<file path="src/rtl/spi_fifo_pkg.sv">
package spi_fifo_pkg;
    localparam int DEF_DATA_W    = 32;
    localparam int DEF_DEPTH     = 8;
    localparam int DEF_THR_W     = 2;
    localparam int DEF_TMO_TICKS = 64;

    typedef struct packed {
        logic busy;
        logic ovr;
    } ctl_flags_t;
endpackage

</file>
<file path="src/rtl/spi_word_queue.sv">
module spi_word_queue #(
    parameter int W     = 32,
    parameter int DEPTH = 8,
    parameter int CW    = $clog2(DEPTH + 1)
) (
    input  logic          clk,
    input  logic          rst_n,
    input  logic          clr,
    input  logic          wr,
    input  logic [W-1:0]  wdata,
    input  logic          rd,
    output logic [W-1:0]  head,
    output logic [CW-1:0] count,
    output logic          empty,
    output logic          full,
    output logic          wr_ok
);
    localparam int AW = (DEPTH > 1) ? $clog2(DEPTH) : 1;
    localparam logic [AW-1:0] LAST = AW'(DEPTH - 1);

    typedef struct packed {
        logic [AW-1:0] wp;
        logic [AW-1:0] rp;
        logic [CW-1:0] cnt;
    } q_st_t;

    q_st_t st_d, st_q;
    logic [W-1:0] mem [DEPTH];
    logic rd_ok;

    assign empty = (st_q.cnt == '0);
    assign full  = (st_q.cnt == CW'(DEPTH));
    assign count = st_q.cnt;
    assign head  = mem[st_q.rp];
    assign rd_ok = rd && !empty && !clr;
    assign wr_ok = wr && !clr && (!full || rd_ok);

    always_comb begin
        st_d = st_q;
        if (clr) begin
            st_d = '0;
        end else begin
            if (rd_ok) st_d.rp = (st_q.rp == LAST) ? '0 : st_q.rp + 1'b1;
            if (wr_ok) st_d.wp = (st_q.wp == LAST) ? '0 : st_q.wp + 1'b1;
            if (wr_ok && !rd_ok)      st_d.cnt = st_q.cnt + 1'b1;
            else if (rd_ok && !wr_ok) st_d.cnt = st_q.cnt - 1'b1;
        end
    end

    always_ff @(posedge clk or negedge rst_n) begin
        if (!rst_n) st_q <= '0;
        else        st_q <= st_d;
    end

    always_ff @(posedge clk) begin
        if (wr_ok) mem[st_q.wp] <= wdata;
    end

    p_count_bound_r1: assert property (@(posedge clk) disable iff (!rst_n)
        count <= CW'(DEPTH));
    p_clear_empties_r6: assert property (@(posedge clk) disable iff (!rst_n)
        clr |=> empty);
    p_full_no_grow_r9: assert property (@(posedge clk) disable iff (!rst_n)
        (full && wr && !rd && !clr) |=> (count == CW'(DEPTH)));
    p_push_pop_level_r10: assert property (@(posedge clk) disable iff (!rst_n)
        (wr && rd && !empty && !clr) |=> $stable(count));
endmodule

</file>
<file path="src/rtl/spi_rx_idle_timer.sv">
module spi_rx_idle_timer #(
    parameter int LIMIT = 64,
    parameter int TW    = $clog2(LIMIT + 1)
) (
    input  logic clk,
    input  logic rst_n,
    input  logic tick,
    input  logic armed,
    input  logic restart,
    input  logic w1c,
    output logic flag
);
    typedef struct packed {
        logic [TW-1:0] cnt;
        logic          flag;
    } t_st_t;

    t_st_t st_d, st_q;
    logic fire;

    assign fire = armed && !restart && tick && (st_q.cnt == TW'(LIMIT - 1));
    assign flag = st_q.flag;

    always_comb begin
        st_d = st_q;
        if (!armed || restart) st_d.cnt = '0;
        else if (tick)         st_d.cnt = fire ? '0 : st_q.cnt + 1'b1;
        if (fire)                 st_d.flag = 1'b1;
        else if (restart || w1c)  st_d.flag = 1'b0;
    end

    always_ff @(posedge clk or negedge rst_n) begin
        if (!rst_n) st_q <= '0;
        else        st_q <= st_d;
    end

    p_pop_drops_timeout_r5: assert property (@(posedge clk) disable iff (!rst_n)
        restart |=> !flag);
    p_idle_needs_data_r5: assert property (@(posedge clk) disable iff (!rst_n)
        !armed |=> !$rose(flag));
endmodule

</file>
<file path="src/rtl/spi_fifo_ctrl.sv">
module spi_fifo_ctrl #(
    parameter int DATA_W    = spi_fifo_pkg::DEF_DATA_W,
    parameter int DEPTH     = spi_fifo_pkg::DEF_DEPTH,
    parameter int THR_W     = spi_fifo_pkg::DEF_THR_W,
    parameter int TMO_TICKS = spi_fifo_pkg::DEF_TMO_TICKS,
    parameter int CNT_W     = $clog2(DEPTH + 1)
) (
    input  logic              clk,
    input  logic              rst_n,
    input  logic              fifo_mode,
    input  logic              tx_push,
    input  logic [DATA_W-1:0] tx_wdata,
    input  logic              tx_clr,
    input  logic [THR_W-1:0]  tx_thr,
    input  logic              rx_pop,
    input  logic              rx_clr,
    input  logic [THR_W-1:0]  rx_thr,
    input  logic              ovr_w1c,
    input  logic              tmo_w1c,
    input  logic              sclk_tick,
    input  logic              eng_load,
    input  logic              eng_word_done,
    input  logic              eng_rx_valid,
    input  logic [DATA_W-1:0] eng_rx_data,
    output logic [DATA_W-1:0] tx_head,
    output logic [CNT_W-1:0]  tx_count,
    output logic              tx_empty,
    output logic              tx_full,
    output logic              tx_thr_hit,
    output logic [DATA_W-1:0] rx_data,
    output logic [CNT_W-1:0]  rx_count,
    output logic              rx_empty,
    output logic              rx_full,
    output logic              rx_thr_hit,
    output logic              rx_overrun,
    output logic              rx_timeout,
    output logic              busy
);
    import spi_fifo_pkg::*;

    typedef struct packed {
        logic [DATA_W-1:0] rdata;
        ctl_flags_t        f;
    } top_st_t;

    top_st_t st_d, st_q;
    logic tx_wr_ok, rx_wr_ok, rx_pop_ok, rx_drop;
    logic [DATA_W-1:0] rx_head;

    spi_word_queue #(.W(DATA_W), .DEPTH(DEPTH), .CW(CNT_W)) u_txq (
        .clk(clk), .rst_n(rst_n), .clr(tx_clr), .wr(tx_push), .wdata(tx_wdata),
        .rd(eng_load), .head(tx_head), .count(tx_count), .empty(tx_empty),
        .full(tx_full), .wr_ok(tx_wr_ok));

    spi_word_queue #(.W(DATA_W), .DEPTH(DEPTH), .CW(CNT_W)) u_rxq (
        .clk(clk), .rst_n(rst_n), .clr(rx_clr), .wr(eng_rx_valid), .wdata(eng_rx_data),
        .rd(rx_pop), .head(rx_head), .count(rx_count), .empty(rx_empty),
        .full(rx_full), .wr_ok(rx_wr_ok));

    assign rx_pop_ok = rx_pop && !rx_empty && !rx_clr;
    assign rx_drop   = eng_rx_valid && !rx_clr && !rx_wr_ok;

    spi_rx_idle_timer #(.LIMIT(TMO_TICKS)) u_tmo (
        .clk(clk), .rst_n(rst_n), .tick(sclk_tick), .armed(!rx_empty && !rx_clr),
        .restart(rx_pop_ok), .w1c(tmo_w1c), .flag(rx_timeout));

    assign rx_thr_hit = (rx_count >  CNT_W'(rx_thr));
    assign tx_thr_hit = (tx_count <= CNT_W'(tx_thr));
    assign rx_data    = st_q.rdata;
    assign rx_overrun = st_q.f.ovr;
    assign busy       = st_q.f.busy;

    always_comb begin
        st_d = st_q;
        if (rx_pop_ok) st_d.rdata = rx_head;
        if (rx_drop)      st_d.f.ovr = 1'b1;
        else if (ovr_w1c) st_d.f.ovr = 1'b0;
        if (fifo_mode && tx_wr_ok)           st_d.f.busy = 1'b1;
        else if (eng_word_done && tx_empty)  st_d.f.busy = 1'b0;
    end

    always_ff @(posedge clk or negedge rst_n) begin
        if (!rst_n) st_q <= '0;
        else        st_q <= st_d;
    end

    p_full_drop_sets_ovr_r4: assert property (@(posedge clk) disable iff (!rst_n)
        (rx_full && eng_rx_valid && !rx_pop && !rx_clr) |=> rx_overrun);
    p_push_sets_busy_r7: assert property (@(posedge clk) disable iff (!rst_n)
        (fifo_mode && tx_push && !tx_full && !tx_clr) |=> busy);
    p_empty_pop_holds_r8: assert property (@(posedge clk) disable iff (!rst_n)
        (rx_pop && rx_empty) |=> $stable(rx_data));
    p_rx_pop_shrinks_r1: assert property (@(posedge clk) disable iff (!rst_n)
        (rx_pop && !rx_empty && !rx_clr && !eng_rx_valid) |=> (rx_count == $past(rx_count) - 1'b1));
endmodule

</file>
<file path="config.mk">
export PLATFORM = sky130hd
export DESIGN_NAME = spi_fifo_ctrl
export DESIGN_NICKNAME = d
export VERILOG_FILES = /design/src/rtl/spi_fifo_pkg.sv /design/src/rtl/spi_word_queue.sv /design/src/rtl/spi_rx_idle_timer.sv /design/src/rtl/spi_fifo_ctrl.sv
export SDC_FILE = /design/constraint.sdc
export NUM_CORES = 1
export LEC_CHECK = 0
export CAP_MARGIN = 30
export CORE_ASPECT_RATIO = 0.9
export CORE_MARGIN = 4
export CORE_UTILIZATION = 55
export CTS_BUF_LIST = sky130_fd_sc_hd__clkbuf_4 sky130_fd_sc_hd__clkbuf_8 sky130_fd_sc_hd__clkbuf_16
export DETAILED_ROUTE_END_ITERATION = 6
export DONT_BUFFER_PORTS = 1
export PLACE_DENSITY = 0.7
export SYNTH_ARGS = -nofsm -noshare
export SYNTH_HDL_FRONTEND = slang
export SYNTH_SLANG_ARGS = --single-unit
export TNS_END_PERCENT = 100
</file>
<file path="constraint.sdc">
create_clock -name clk -period 10.9 [get_ports clk]
set_input_delay 0.545 -clock clk [delete_from_list [all_inputs] [get_ports clk]]
set_output_delay 0.545 -clock clk [all_outputs]
set_load 0.02 [all_outputs]
</file>
==> results by group <==
Power
  – Leak pwr: 7.97 nW
  – Pwr dens: 220 mW/mm²
  – Max IR drop VDD: about 190 µV

Timing
  – Final Hold Violating Endpoints: 0
  – Skew final: 21.8 ps
  – Worst Tran Pin Value: 924 ps
  – Setup TNS: 0 ps
  – Maximum clock rate: 277 MHz
  – RSZ-0062 raised after global routing: false
  – Slew Limit Fails: 0
  – Hold slack: approximately 38 ps
  – Slew headroom: 38.4%
  – Finish-stage setup viols: 0
  – Fin crit period: 3620 ps
  – Final Cycle Share: 33.2%

Clock network
  – Post-CTS Setup Inserts: 0
  – Clock Pin Slew Worst Setup and Hold Paths: 60 ps
  – Total CTS buffers: between 50 and 60
  – Worst skew pair latency: 590 ps
  – CTS Sinks: 574
  – Hold_buf cts: 5
  – Max Root-Sink Buffers: 3
  – CTS tree: yes
  – H-tree levels: 2
  – Resized cells post-CTS: 0
  – Root Driver: clkbuf_16

Yosys
  – Synthesized Nets: 1184
  – Mapped Cells: 1084
  – Area leader, netlist: edfxtp_1
  – Netlist cell types: 53
  – Register area share after synthesis: 75.7%
  – Number of synthesized register bits: 574
  – Largest cells by area after synthesis: edfxtp_1, mux4_2, dfrtp_1
  – Post-synth EDFFs: 512
  – Post-synth ARST share: 10.8%
  – Top-area cell type share of the netlist area: 68.8%
  – Ys flop type: edfxtp_1
  – Post-Syn Area: 0.0224 mm²
  – Ys Warns: 0
  – Avg Cell Area, Syn: 20.6 µm²

Final layout
  – Commonest non-fill, non-tap cell in the layout: edfxtp_1
  – Fillers: 2684
  – FF/Latch Area: about 0.017 mm²
  – Layout Nets: 1209
  – Final design utilization: 62.7%
  – Finished Cell Area: 0.0249 mm²
  – Synth-to-layout area growth: 11.6%
  – Share of cells above drive strength 1: 27.2%
  – Antenna diodes: 0
  – Multi-input gate area: 0.00519 mm²
  – Post-Layout Cell Count: about 1700
  – Commonest cells after routing, fill and taps aside: edfxtp_1, mux4_2, dfrtp_1

Die
  – Num ports: 162
  – Initial core utilization: 56.2%
  – Die X: about 220 µm
  – Die Height: 199 µm
  – Rows: 69
  – Die area: 0.0439 mm²
  – Core area: 0.0398 mm²

Global routing
  – Grt total ovfl: 0
  – Number of global-route vias before repair: 10700
  – Global-route wire length before repair: 64.9 mm
  – Antenna violations before repair: 0
  – Total GRT Usage: 19.6%
  – Largest net degree at the start of global routing: 67

Worst setup path
  – CP arrival: around 3100 ps
  – Reg-to-Reg End: u_rxq.mem[4][11]
  – Setup crit start kind: flip-flop
  – CP max stage cell: dfrtp_4
  – Slowest Stage Delay on Critical Path: 810 ps
  – Buf/Inv on CP: 1
  – Crit-path leading delay family: multiplexers
  – Worst R2R Start: u_rxq.count[1]
  – CP Cell Sequence: buf_4 > mux4_2 > mux2_2
  – WP data required: 10360 ps
  – Flop2flop setup slack: 8130 ps
  – Critical path endpoint category: output port
  – Critical Path Fanout Max: 39
  – R2R depth: 4
  – CP Class: reg -> out

Place
  – RePlAce Congestion: ~0.74
  – Port buffer count: 0
  – Detailed Place HPWL: 23.3 mm
  – Post-Place Cell Area: approximately 0.023 mm²
  – Placed Cells: between 1500 and 2000

Hold path
  – Hold Startpoint: tx_clr
  – Hold worst-path end: u_txq.count[3]
  – Hold crit path type: in -> reg
  – WHS Path Cells: 1

Routing
  – Wire length on met1: approximately 17 mm
  – DRT Pass-1 Iters: 5
  – Post-route antenna net violation count: 0
  – Vias per inst: 5.93
  – WL final: 41.8 mm
  – Drt first-iter violations: just under 700
  – # DRC: 0
  – Wire length per cell: 24.8 µm
  – WL met3: 2.87 mm
  – WL met2: 21.2 mm
  – Top sig layer: met4
  – Via count: 9999

Job
  – Max Cap Viol: 0

Status
  – Status: finished clean
[cell families (layout without fill, tap and decap cells)]
| logic type | Yosys count | in the layout | synth area share [%] |
|---|---|---|---|
| buffers and inverters | 77 | 147 | 1.54 |
| DFF | 574 | 574 | 75.7 |
| xor gates and xnor gates | 5 | 5 | 0.196 |
| adders and majority gates | 19 | 19 | 1.13 |
| and+or+nand+nor | 135 | 135 | 2.98 |
| muxes | 199 | 199 | 16.3 |
| AOI/OAI and AO/OA | 75 | 75 | 2.18 |
[area by class of cell]
| type | instances | share of cell area (%) |
|---|---|---|
| flip-flops and latches | 574 | 67.9 |
| multi-input cells | 433 | 20.8 |
| clock buffers | 68 | 6.06 |
| well taps | 532 | 2.67 |
| clock inverters | 33 | 1.30 |
| repair buffers | 30 | 1.02 |
| inverters | 16 | 0.241 |
[power by group]
part           switching (mW)  internal (mW)
registers               0.242           2.52
logic                   0.433          0.407
clock network           0.774           1.12
[worst max-delay path by stage]
stage	start	cells after the start	endpoint	slack [ps]
global placement	u_txq.st_q[4]	3	tx_head[16]	7830
floorplan	eng_load	3	u_txq.mem[0][0]	6390
detailed placement	u_txq.st_q[4]	3	tx_head[16]	7800
finish	u_txq.st_q[4]	3	tx_head[23]	7280
global route	u_txq.st_q[4]	3	tx_head[14]	7020
CTS	u_txq.st_q[4]	3	tx_head[16]	7150
[synthesized netlist by cell type, types with 2 or more instances]
cell,n
or3_1,7
or4b_1,3
ha_1,17
nor3_1,12
o21ai_1,4
o41ai_2,2
nor2b_1,9
xnor2_1,2
inv_1,16
buf_2,18
o31ai_1,2
mux2_2,33
nand3_1,8
o21ai_0,3
o32a_1,2
nand2b_1,7
buf_1,7
dfrtp_1,62
a21oi_1,46
xor2_1,3
mux4_2,128
nor2_1,58
o32ai_1,2
nand3b_1,2
nand4_1,2
o21a_1,2
nand2_1,18
mux2i_1,38
fa_1,2
buf_4,9
edfxtp_1,512
clkbuf_1,27
[routing by layer]
metal	track usage, %	vias up
met5	0	-
met4	5.15	0
met3	5.09	50
met2	32.6	244
met1	26.5	5259
li1	-	4446
[flip-flops by register name, indices dropped and copies added, names as in the netlist]
signal	cells
u_rxq.st_q	6
u_rxq.count	4
busy	1
u_tmo.flag	1
u_rxq.mem	256
u_tmo.st_q	7
rx_overrun	1
u_txq.count	4
rx_data	32
u_txq.st_q	6
u_txq.mem	256
[worst register-to-register path, stage by stage, from the launching register on]
cell and delay (ps):
dfrtp_1 580, or4b_1 750, o211ai_1 690, nor3_2 60
buf_4 340
[stage by stage]
stage          power (mW)  setup WS, ps
2_1_floorplan        3.49          6390
3_3_place_gp         3.64          7830
3_5_place_dp         3.66          7800
4_1_cts              5.57          7150
5_1_grt              5.75          7020
6_report             5.50          7280
No activity file was read; power rests on OpenSTA's default activity.
